<file path="src/rtl/rtg_pkg.sv">
// Shared register addresses and bit positions for the raster timing generator.
package rtg_pkg;
    localparam int ADDR_CTRL   = 0;
    localparam int ADDR_HT_A   = 1;   // first of six timing registers
    localparam int ADDR_IRQ_EN = 7;
    localparam int ADDR_IRQ_ST = 8;
    localparam int NUM_TIM     = 6;
    localparam int HI_LSB      = 16;  // upper span field position
    localparam int CTL_EN      = 0;
    localparam int CTL_CONT    = 1;
    localparam int CTL_INTL    = 2;
endpackage

</file>
<file path="src/rtl/rtg_regs.sv">
// Register file: control bits, six timing registers with two spans each,
// interrupt enable and sticky write-one-to-clear status.
// Assumes CW <= 16 so each span fits its half of a data word.
module rtg_regs
    import rtg_pkg::*;
#(
    parameter int CW = 12,
    parameter int AW = 4,
    parameter int DW = 32
) (
    input  logic          clk,
    input  logic          rst_n,
    input  logic          wr_en,
    input  logic [AW-1:0] wr_addr,
    input  logic [DW-1:0] wr_data,
    input  logic [AW-1:0] rd_addr,
    output logic [DW-1:0] rd_data,
    input  logic          running_i,
    input  logic          auto_stop_i,
    input  logic          fp_start_i,
    output logic          en_o,
    output logic          cont_o,
    output logic          intl_o,
    output logic          irq_o,
    output logic [CW-1:0] hbp_o, hsw_o, hfp_o, hact_o,
    output logic [CW-1:0] obp_o, osw_o, ofp_o, oact_o,
    output logic [CW-1:0] ebp_o, esw_o, efp_o, eact_o
);
    logic [1:0][CW-1:0] tim_q [NUM_TIM];
    logic en_q, cont_q, intl_q, ien_q, ist_q;
    logic wr_ctrl, clr_ist;
    logic unused_bits;

    assign unused_bits = ^wr_data;
    assign wr_ctrl = wr_en && (wr_addr == AW'(ADDR_CTRL));
    assign clr_ist = wr_en && (wr_addr == AW'(ADDR_IRQ_ST)) && wr_data[0];

    // Timing registers, one process per register.
    for (genvar g = 0; g < NUM_TIM; g++) begin : g_tim
        always_ff @(posedge clk) begin
            if (!rst_n)
                tim_q[g] <= {CW'(1), CW'(1)};
            else if (wr_en && wr_addr == AW'(ADDR_HT_A + g)) begin
                tim_q[g][0] <= wr_data[CW-1:0];
                tim_q[g][1] <= wr_data[HI_LSB +: CW];
            end
        end
    end

    // Control bits; a software write wins over the one-frame auto stop.
    always_ff @(posedge clk) begin
        if (!rst_n) begin
            en_q   <= 1'b0;
            cont_q <= 1'b0;
            intl_q <= 1'b0;
        end else if (wr_ctrl) begin
            en_q   <= wr_data[CTL_EN];
            cont_q <= wr_data[CTL_CONT];
            intl_q <= wr_data[CTL_INTL];
        end else if (auto_stop_i) begin
            en_q   <= 1'b0;
        end
    end

    // Interrupt enable and sticky status; a new event wins over a clear.
    always_ff @(posedge clk) begin
        if (!rst_n) begin
            ien_q <= 1'b0;
            ist_q <= 1'b0;
        end else begin
            if (wr_en && wr_addr == AW'(ADDR_IRQ_EN))
                ien_q <= wr_data[0];
            if (fp_start_i && ien_q)
                ist_q <= 1'b1;
            else if (clr_ist)
                ist_q <= 1'b0;
        end
    end

    // Combinational read mux.
    always_comb begin
        rd_data = '0;
        if (rd_addr == AW'(ADDR_CTRL)) begin
            rd_data[CTL_EN]   = running_i;
            rd_data[CTL_CONT] = cont_q;
            rd_data[CTL_INTL] = intl_q;
        end
        if (rd_addr == AW'(ADDR_IRQ_EN)) rd_data[0] = ien_q;
        if (rd_addr == AW'(ADDR_IRQ_ST)) rd_data[0] = ist_q;
        for (int i = 0; i < NUM_TIM; i++) begin
            if (rd_addr == AW'(ADDR_HT_A + i)) begin
                rd_data[CW-1:0]       = tim_q[i][0];
                rd_data[HI_LSB +: CW] = tim_q[i][1];
            end
        end
    end

    assign en_o   = en_q;
    assign cont_o = cont_q;
    assign intl_o = intl_q;
    assign irq_o  = ist_q;
    assign hbp_o  = tim_q[0][0];
    assign hsw_o  = tim_q[0][1];
    assign hfp_o  = tim_q[1][0];
    assign hact_o = tim_q[1][1];
    assign obp_o  = tim_q[2][0];
    assign osw_o  = tim_q[2][1];
    assign ofp_o  = tim_q[3][0];
    assign oact_o = tim_q[3][1];
    assign ebp_o  = tim_q[4][0];
    assign esw_o  = tim_q[4][1];
    assign efp_o  = tim_q[5][0];
    assign eact_o = tim_q[5][1];
endmodule

</file>
<file path="src/rtl/rtg_hcount.sv">
// Pixel counter within a line. Holds at zero while the generator is idle.
// Assumes every span is at least 1.
module rtg_hcount #(
    parameter int CW = 12
) (
    input  logic            clk,
    input  logic            rst_n,
    input  logic            run_i,
    input  logic [CW-1:0]   sw_i,
    input  logic [CW-1:0]   bp_i,
    input  logic [CW-1:0]   act_i,
    input  logic [CW-1:0]   fp_i,
    output logic [CW+1:0]   pos_o,
    output logic            line_end_o
);
    localparam int SW = CW + 2;
    logic [SW-1:0] pos_q, total;

    assign total      = SW'(sw_i) + SW'(bp_i) + SW'(act_i) + SW'(fp_i);
    assign line_end_o = run_i && (pos_q == total - SW'(1));
    assign pos_o      = pos_q;

    // Advance one pixel per clock and wrap at the end of the line.
    always_ff @(posedge clk) begin
        if (!rst_n || !run_i)
            pos_q <= '0;
        else if (line_end_o)
            pos_q <= '0;
        else
            pos_q <= pos_q + SW'(1);
    end
endmodule

</file>
<file path="src/rtl/rtg_vcount.sv">
// Line counter, field flag and run state. Chooses the odd or even vertical
// set, and stops at a field end when disabled or when a single frame is done.
module rtg_vcount #(
    parameter int CW = 12
) (
    input  logic            clk,
    input  logic            rst_n,
    input  logic            en_i,
    input  logic            cont_i,
    input  logic            intl_i,
    input  logic            line_end_i,
    input  logic [CW-1:0]   obp_i, osw_i, ofp_i, oact_i,
    input  logic [CW-1:0]   ebp_i, esw_i, efp_i, eact_i,
    output logic [CW-1:0]   bp_o, sw_o, act_o,
    output logic [CW+1:0]   pos_o,
    output logic            field_o,
    output logic            running_o,
    output logic            auto_stop_o
);
    localparam int SW = CW + 2;
    logic [SW-1:0] pos_q, total;
    logic          field_q, run_q, use_even, field_end, last_field, stop_now;
    logic [CW-1:0] fp_sel;

    assign use_even = intl_i && field_q;
    assign bp_o     = use_even ? ebp_i  : obp_i;
    assign sw_o     = use_even ? esw_i  : osw_i;
    assign act_o    = use_even ? eact_i : oact_i;
    assign fp_sel   = use_even ? efp_i  : ofp_i;
    assign total    = SW'(sw_o) + SW'(bp_o) + SW'(act_o) + SW'(fp_sel);

    assign field_end   = line_end_i && (pos_q == total - SW'(1));
    assign last_field  = !intl_i || field_q;
    assign stop_now    = field_end && (!en_i || (!cont_i && last_field));
    assign auto_stop_o = field_end && en_i && !cont_i && last_field;

    // Run state, line count and field flag.
    always_ff @(posedge clk) begin
        if (!rst_n) begin
            run_q   <= 1'b0;
            pos_q   <= '0;
            field_q <= 1'b0;
        end else if (!run_q) begin
            run_q   <= en_i;
            pos_q   <= '0;
            field_q <= 1'b0;
        end else if (stop_now) begin
            run_q   <= 1'b0;
            pos_q   <= '0;
            field_q <= 1'b0;
        end else if (field_end) begin
            pos_q   <= '0;
            field_q <= intl_i ? !field_q : 1'b0;
        end else if (line_end_i) begin
            pos_q   <= pos_q + SW'(1);
        end
    end

    assign pos_o     = pos_q;
    assign field_o   = field_q;
    assign running_o = run_q;
endmodule

</file>
<file path="src/rtl/raster_timing_gen.sv">
// Top level: register port, pixel and line counters, and the raster decode.
// Sync, data-enable, field and vstart outputs are registered, so they
// follow the counter state by one clock. pix_req_o is decoded from the
// same state without a register, so it leads de_o by one clock.
module raster_timing_gen #(
    parameter int CW = 12,
    parameter int AW = 4,
    parameter int DW = 32
) (
    input  logic          clk,
    input  logic          rst_n,
    input  logic          wr_en,
    input  logic [AW-1:0] wr_addr,
    input  logic [DW-1:0] wr_data,
    input  logic [AW-1:0] rd_addr,
    output logic [DW-1:0] rd_data,
    output logic          hsync_o,
    output logic          vsync_o,
    output logic          de_o,
    output logic          field_o,
    output logic          pix_req_o,
    output logic          vstart_o,
    output logic          irq_o
);
    localparam int SW = CW + 2;

    logic          en, cont, intl, running, auto_stop, line_end, field;
    logic [CW-1:0] hbp, hsw, hfp, hact, obp, osw, ofp, oact, ebp, esw, efp, eact;
    logic [CW-1:0] vbp, vsw, vact;
    logic [SW-1:0] hpos, vpos, h_act_lo, h_act_hi, v_act_lo, v_act_hi;
    logic          hs_c, vs_c, de_c, vst_c, fp_start;

    rtg_regs #(.CW(CW), .AW(AW), .DW(DW)) u_regs (
        .clk(clk), .rst_n(rst_n), .wr_en(wr_en), .wr_addr(wr_addr),
        .wr_data(wr_data), .rd_addr(rd_addr), .rd_data(rd_data),
        .running_i(running), .auto_stop_i(auto_stop), .fp_start_i(fp_start),
        .en_o(en), .cont_o(cont), .intl_o(intl), .irq_o(irq_o),
        .hbp_o(hbp), .hsw_o(hsw), .hfp_o(hfp), .hact_o(hact),
        .obp_o(obp), .osw_o(osw), .ofp_o(ofp), .oact_o(oact),
        .ebp_o(ebp), .esw_o(esw), .efp_o(efp), .eact_o(eact)
    );

    rtg_hcount #(.CW(CW)) u_hcnt (
        .clk(clk), .rst_n(rst_n), .run_i(running),
        .sw_i(hsw), .bp_i(hbp), .act_i(hact), .fp_i(hfp),
        .pos_o(hpos), .line_end_o(line_end)
    );

    rtg_vcount #(.CW(CW)) u_vcnt (
        .clk(clk), .rst_n(rst_n), .en_i(en), .cont_i(cont), .intl_i(intl),
        .line_end_i(line_end),
        .obp_i(obp), .osw_i(osw), .ofp_i(ofp), .oact_i(oact),
        .ebp_i(ebp), .esw_i(esw), .efp_i(efp), .eact_i(eact),
        .bp_o(vbp), .sw_o(vsw), .act_o(vact),
        .pos_o(vpos), .field_o(field), .running_o(running),
        .auto_stop_o(auto_stop)
    );

    assign h_act_lo = SW'(hsw) + SW'(hbp);
    assign h_act_hi = h_act_lo + SW'(hact);
    assign v_act_lo = SW'(vsw) + SW'(vbp);
    assign v_act_hi = v_act_lo + SW'(vact);

    assign hs_c     = running && (hpos < SW'(hsw));
    assign vs_c     = running && (vpos < SW'(vsw));
    assign de_c     = running && (hpos >= h_act_lo) && (hpos < h_act_hi)
                              && (vpos >= v_act_lo) && (vpos < v_act_hi);
    assign vst_c    = running && (hpos == '0) && (vpos == '0);
    assign fp_start = running && (hpos == '0) && (vpos == v_act_hi);
    assign pix_req_o = de_c;

    // Register the raster outputs from the current counter state.
    always_ff @(posedge clk) begin
        if (!rst_n) begin
            hsync_o  <= 1'b0;
            vsync_o  <= 1'b0;
            de_o     <= 1'b0;
            field_o  <= 1'b0;
            vstart_o <= 1'b0;
        end else begin
            hsync_o  <= hs_c;
            vsync_o  <= vs_c;
            de_o     <= de_c;
            field_o  <= field;
            vstart_o <= vst_c;
        end
    end
endmodule

</file>
<file path="config.mk">
export PLATFORM = sky130hd
export DESIGN_NAME = raster_timing_gen
export DESIGN_NICKNAME = d
export VERILOG_FILES = /design/src/rtl/rtg_pkg.sv /design/src/rtl/rtg_regs.sv /design/src/rtl/rtg_hcount.sv /design/src/rtl/rtg_vcount.sv /design/src/rtl/raster_timing_gen.sv
export SDC_FILE = /design/constraint.sdc
export NUM_CORES = 1
export LEC_CHECK = 0
export BUFFER_PORTS_ARGS = -buffer_cell sky130_fd_sc_hd__buf_2
export CAP_MARGIN = 20
export CORE_MARGIN = 2
export CORE_UTILIZATION = 45
export CTS_CLUSTER_DIAMETER = 40
export DETAILED_ROUTE_END_ITERATION = 12
export SYNTH_ARGS = -nofsm -noshare
export SYNTH_HDL_FRONTEND = slang
export SYNTH_SLANG_ARGS = --single-unit
</file>
<file path="constraint.sdc">
create_clock -name clk -period 16.75 [get_ports clk]
set_input_delay 3.35 -clock clk [delete_from_list [all_inputs] [get_ports clk]]
set_output_delay 3.35 -clock clk [all_outputs]
set_load 0.05 [all_outputs]
</file>
==> impl_results.md <==
- Most used cell along the critical path: ha_1
- Row cnt: 66
- Final GP Congestion: 0.9119
- Design Power: 1993 uW
- DRT Pass-1 Iters: 5
- # port buffers: 65
- Synth Register Bits: 184
- Hold depth: 2
- RR Startpoint: u_regs.intl_o$_SDFFE_PN0P_
- Biggest register: u_regs.tim_q
- Slew @ Worst Pin: 1071 ps
- Clock buffer depth: 2
- DR vias: 11890
- Clk root buf: clkbuf_16
- Leak: 0.006928 uW
- Post-CTS sizing: 0
- Commonest non-fill, non-tap cell in the layout: ha_1
- Wire length per cell: 21.90 um
- Final setup viols: 0
- Vias in the first global route: 11410
- Pin count of the biggest net entering global routing: 54
- Skew final: 17.62 ps
- Register area share after synthesis: 0.3482
- Cell area power density: 122.8 nW/um^2
- CP Class: flip-flop to primary output
- Setup TNS: 0 ps
- Reg2reg end: u_vcnt.pos_o[8]$_SDFFE_PP0P_
- Mapped Area: 14720 um^2
- Die Y: 184.9 um
- # Post-CTS Setup Buffers: 0
- Main synth FF type: edfxtp_1
- Synthesized instance count: 1552
- Commonest non-fill, non-tap cells in the layout: ha_1, edfxtp_1, and2_1, inv_1, nor2_1
- Max FO, Critical Path: 53
- Worst Hold Class: flip-flop to flip-flop
- Routed Antenna Nets: 0
- CORE AREA: 32370 um^2
- Max Cap Violations: 0
- Fin crit period: 11050 ps
- Area delta synth->final: 10.29%
- Max reg flops: 144
- FMAX: 90.46 MHz
- HPWL after DPL: 34450 um
- Total routed wirelength: 45050 um
- Relative slew slack: 0.2855
- First DRT Iteration DRCs: 1116
- Outcome: complete, no violations
- Pre-CTS setup slack: 6324 ps
- Die area: 34170 um^2
- Cell family with most CP delay: compound AO/OA/AOI/OAI gates
- Max incr delay on CP: 630 ps
- Critical Path Source Type: flip-flop
- Reg clk slew, reported paths: 80 ps
- CTS tree: built
- Max Slew Vio Count: 0
- Hold Crit Start: u_regs.ien_q$_SDFFE_PN0P_
- H-tree Lvls: 4
- Ports: 82
- Worst hold slack: 483.4 ps
- Synth warn: 0
- Fin. Hold Viols: 0
- Min-Delay Endpoint: u_regs.ien_q$_SDFFE_PN0P_
- First-pass GRT wire length: 67540 um
- Tcrit/Tclk final: 0.6600
- Synth async-reset ratio: 0
- R2r setup slk: 8050 ps
- # DRC: 0
- Worst path buffer plus inverter count: 2
- TritonCTS sink count: 184
- Peak VDD IR: 82.61 uV
- Avg Inst Size Synth: 9.483 um^2
- CP Data Required Time: 13400 ps
- Vias/cell: 5.780
- EDFF count, synth: 144
- Final net count: 1816
- Initial antenna violation count: 5
- Gr usage total: 0.2683
- R2R cell count: 25
- Crit. End Element: primary output
- CP max stage cell: buf_4
- Unrepaired setup endpoints after global routing: no
- Num CTS Buffers: 17
- Worst EP arrival: 7700 ps
- Initial Util: 0.4547
- Post-synth cell types: 76
- Grt ovf: 0
- Worst Setup Slack, final: 5695 ps
- Worst skew pair latency: 470 ps
- Share of layout cells above drive strength 1: 0.1136
- CTS Hold Buffers Added: 0
- Chip Width: 184.9 um
cell usage after synthesis, types with 23 or more instances:
| library cell | count | area [um^2] |
|---|---|---|
| a222oi_1 | 23 | 230.2 |
| and2_1 | 137 | 857.1 |
| inv_1 | 128 | 480.5 |
| dfxtp_1 | 40 | 800.8 |
| mux2i_1 | 30 | 300.3 |
| nand3_1 | 34 | 170.2 |
| a21o_1 | 28 | 210.2 |
| xor2_1 | 44 | 385.4 |
| nand2_1 | 67 | 251.5 |
| nor2_1 | 112 | 420.4 |
| clkbuf_1 | 48 | 180.2 |
| a21oi_1 | 80 | 400.4 |
| xnor2_1 | 69 | 604.3 |
| edfxtp_1 | 144 | 4324 |
| ha_1 | 170 | 2127 |
| o21ai_0 | 66 | 330.3 |
| mux2_2 | 36 | 405.4 |
| nor3_1 | 24 | 120.1 |
where the power goes:
group          internal, uW  switching, uW  total [uW]
sequential              513           17.6         531
combinational           414            614        1030
clock                   208            227         434
worst register-to-register path: cells and delay by family (launching register included):
| family | cells | cell delay, ps |
|---|---|---|
| mux | 1 | 460 |
| buf+inv | 2 | 670 |
| flops | 1 | 420 |
| simple gates | 6 | 1480 |
| compound gates | 8 | 3500 |
| xor+xnor | 3 | 620 |
| fa+ha+maj | 5 | 1390 |
kinds of logic after synthesis:
group,count (synthesis),share of synthesized area
adders and majority gates,179,0.1540
buffers and inverters,193,0.05203
and+or+nand+nor,490,0.1762
xor gates and xnor gates,115,0.07031
muxes,66,0.04795
AOI/OAI and AO/OA,324,0.1510
DFF,184,0.3482
other,1,0.0002548
area by class of cell:
class,count,area [um^2]
fill,3143,16140
multi-input combinational,1182,8912
sequential,184,5125
tap,442,553.0
timing repair buffer,85,523.0
inverter,128,480.5
clock buffer,17,425.4
clock inverter,15,202.7
antenna,4,10.01
how the worst max path moves through the flow:
| stage | startpoint | to | cells past startpoint | slack, ps |
|---|---|---|---|---|
| 6_report | u_regs.intl_o$_SDFFE_PN0P_ | pix_req_o | 25 | 5700 |
| 5_1_grt | u_regs.intl_o$_SDFFE_PN0P_ | pix_req_o | 24 | 5230 |
| 4_1_cts | u_regs.intl_o$_SDFFE_PN0P_ | pix_req_o | 25 | 5800 |
| 3_5_place_dp | u_regs.intl_o$_SDFFE_PN0P_ | pix_req_o | 25 | 6320 |
| 3_3_place_gp | u_regs.intl_o$_SDFFE_PN0P_ | pix_req_o | 25 | 6400 |
| 2_1_floorplan | u_regs.intl_o$_SDFFE_PN0P_ | pix_req_o | 27 | 6800 |
routing by layer:
metal  wire [um]  vias up  global-route usage
met4        1261        2             0.08667
li1            -     5691                   -
met5          13        -                   0
met1       20400     5732              0.3650
met2       20260      395              0.4277
met3        3114       70             0.05466
metrics by stage:
| stage | std cells | cell area [um^2] | utilization |
|---|---|---|---|
| finish | 2057 | 16230 | 0.5014 |
| global route | 2053 | 16220 | 0.5011 |
| CTS | 2051 | 16180 | 0.4998 |
| detailed placement | 2019 | 15550 | 0.4804 |
| global placement | 2018 | 15520 | 0.4796 |
| floorplan | 1559 | 14740 | - |
No activity file was read; power rests on OpenSTA's default activity.
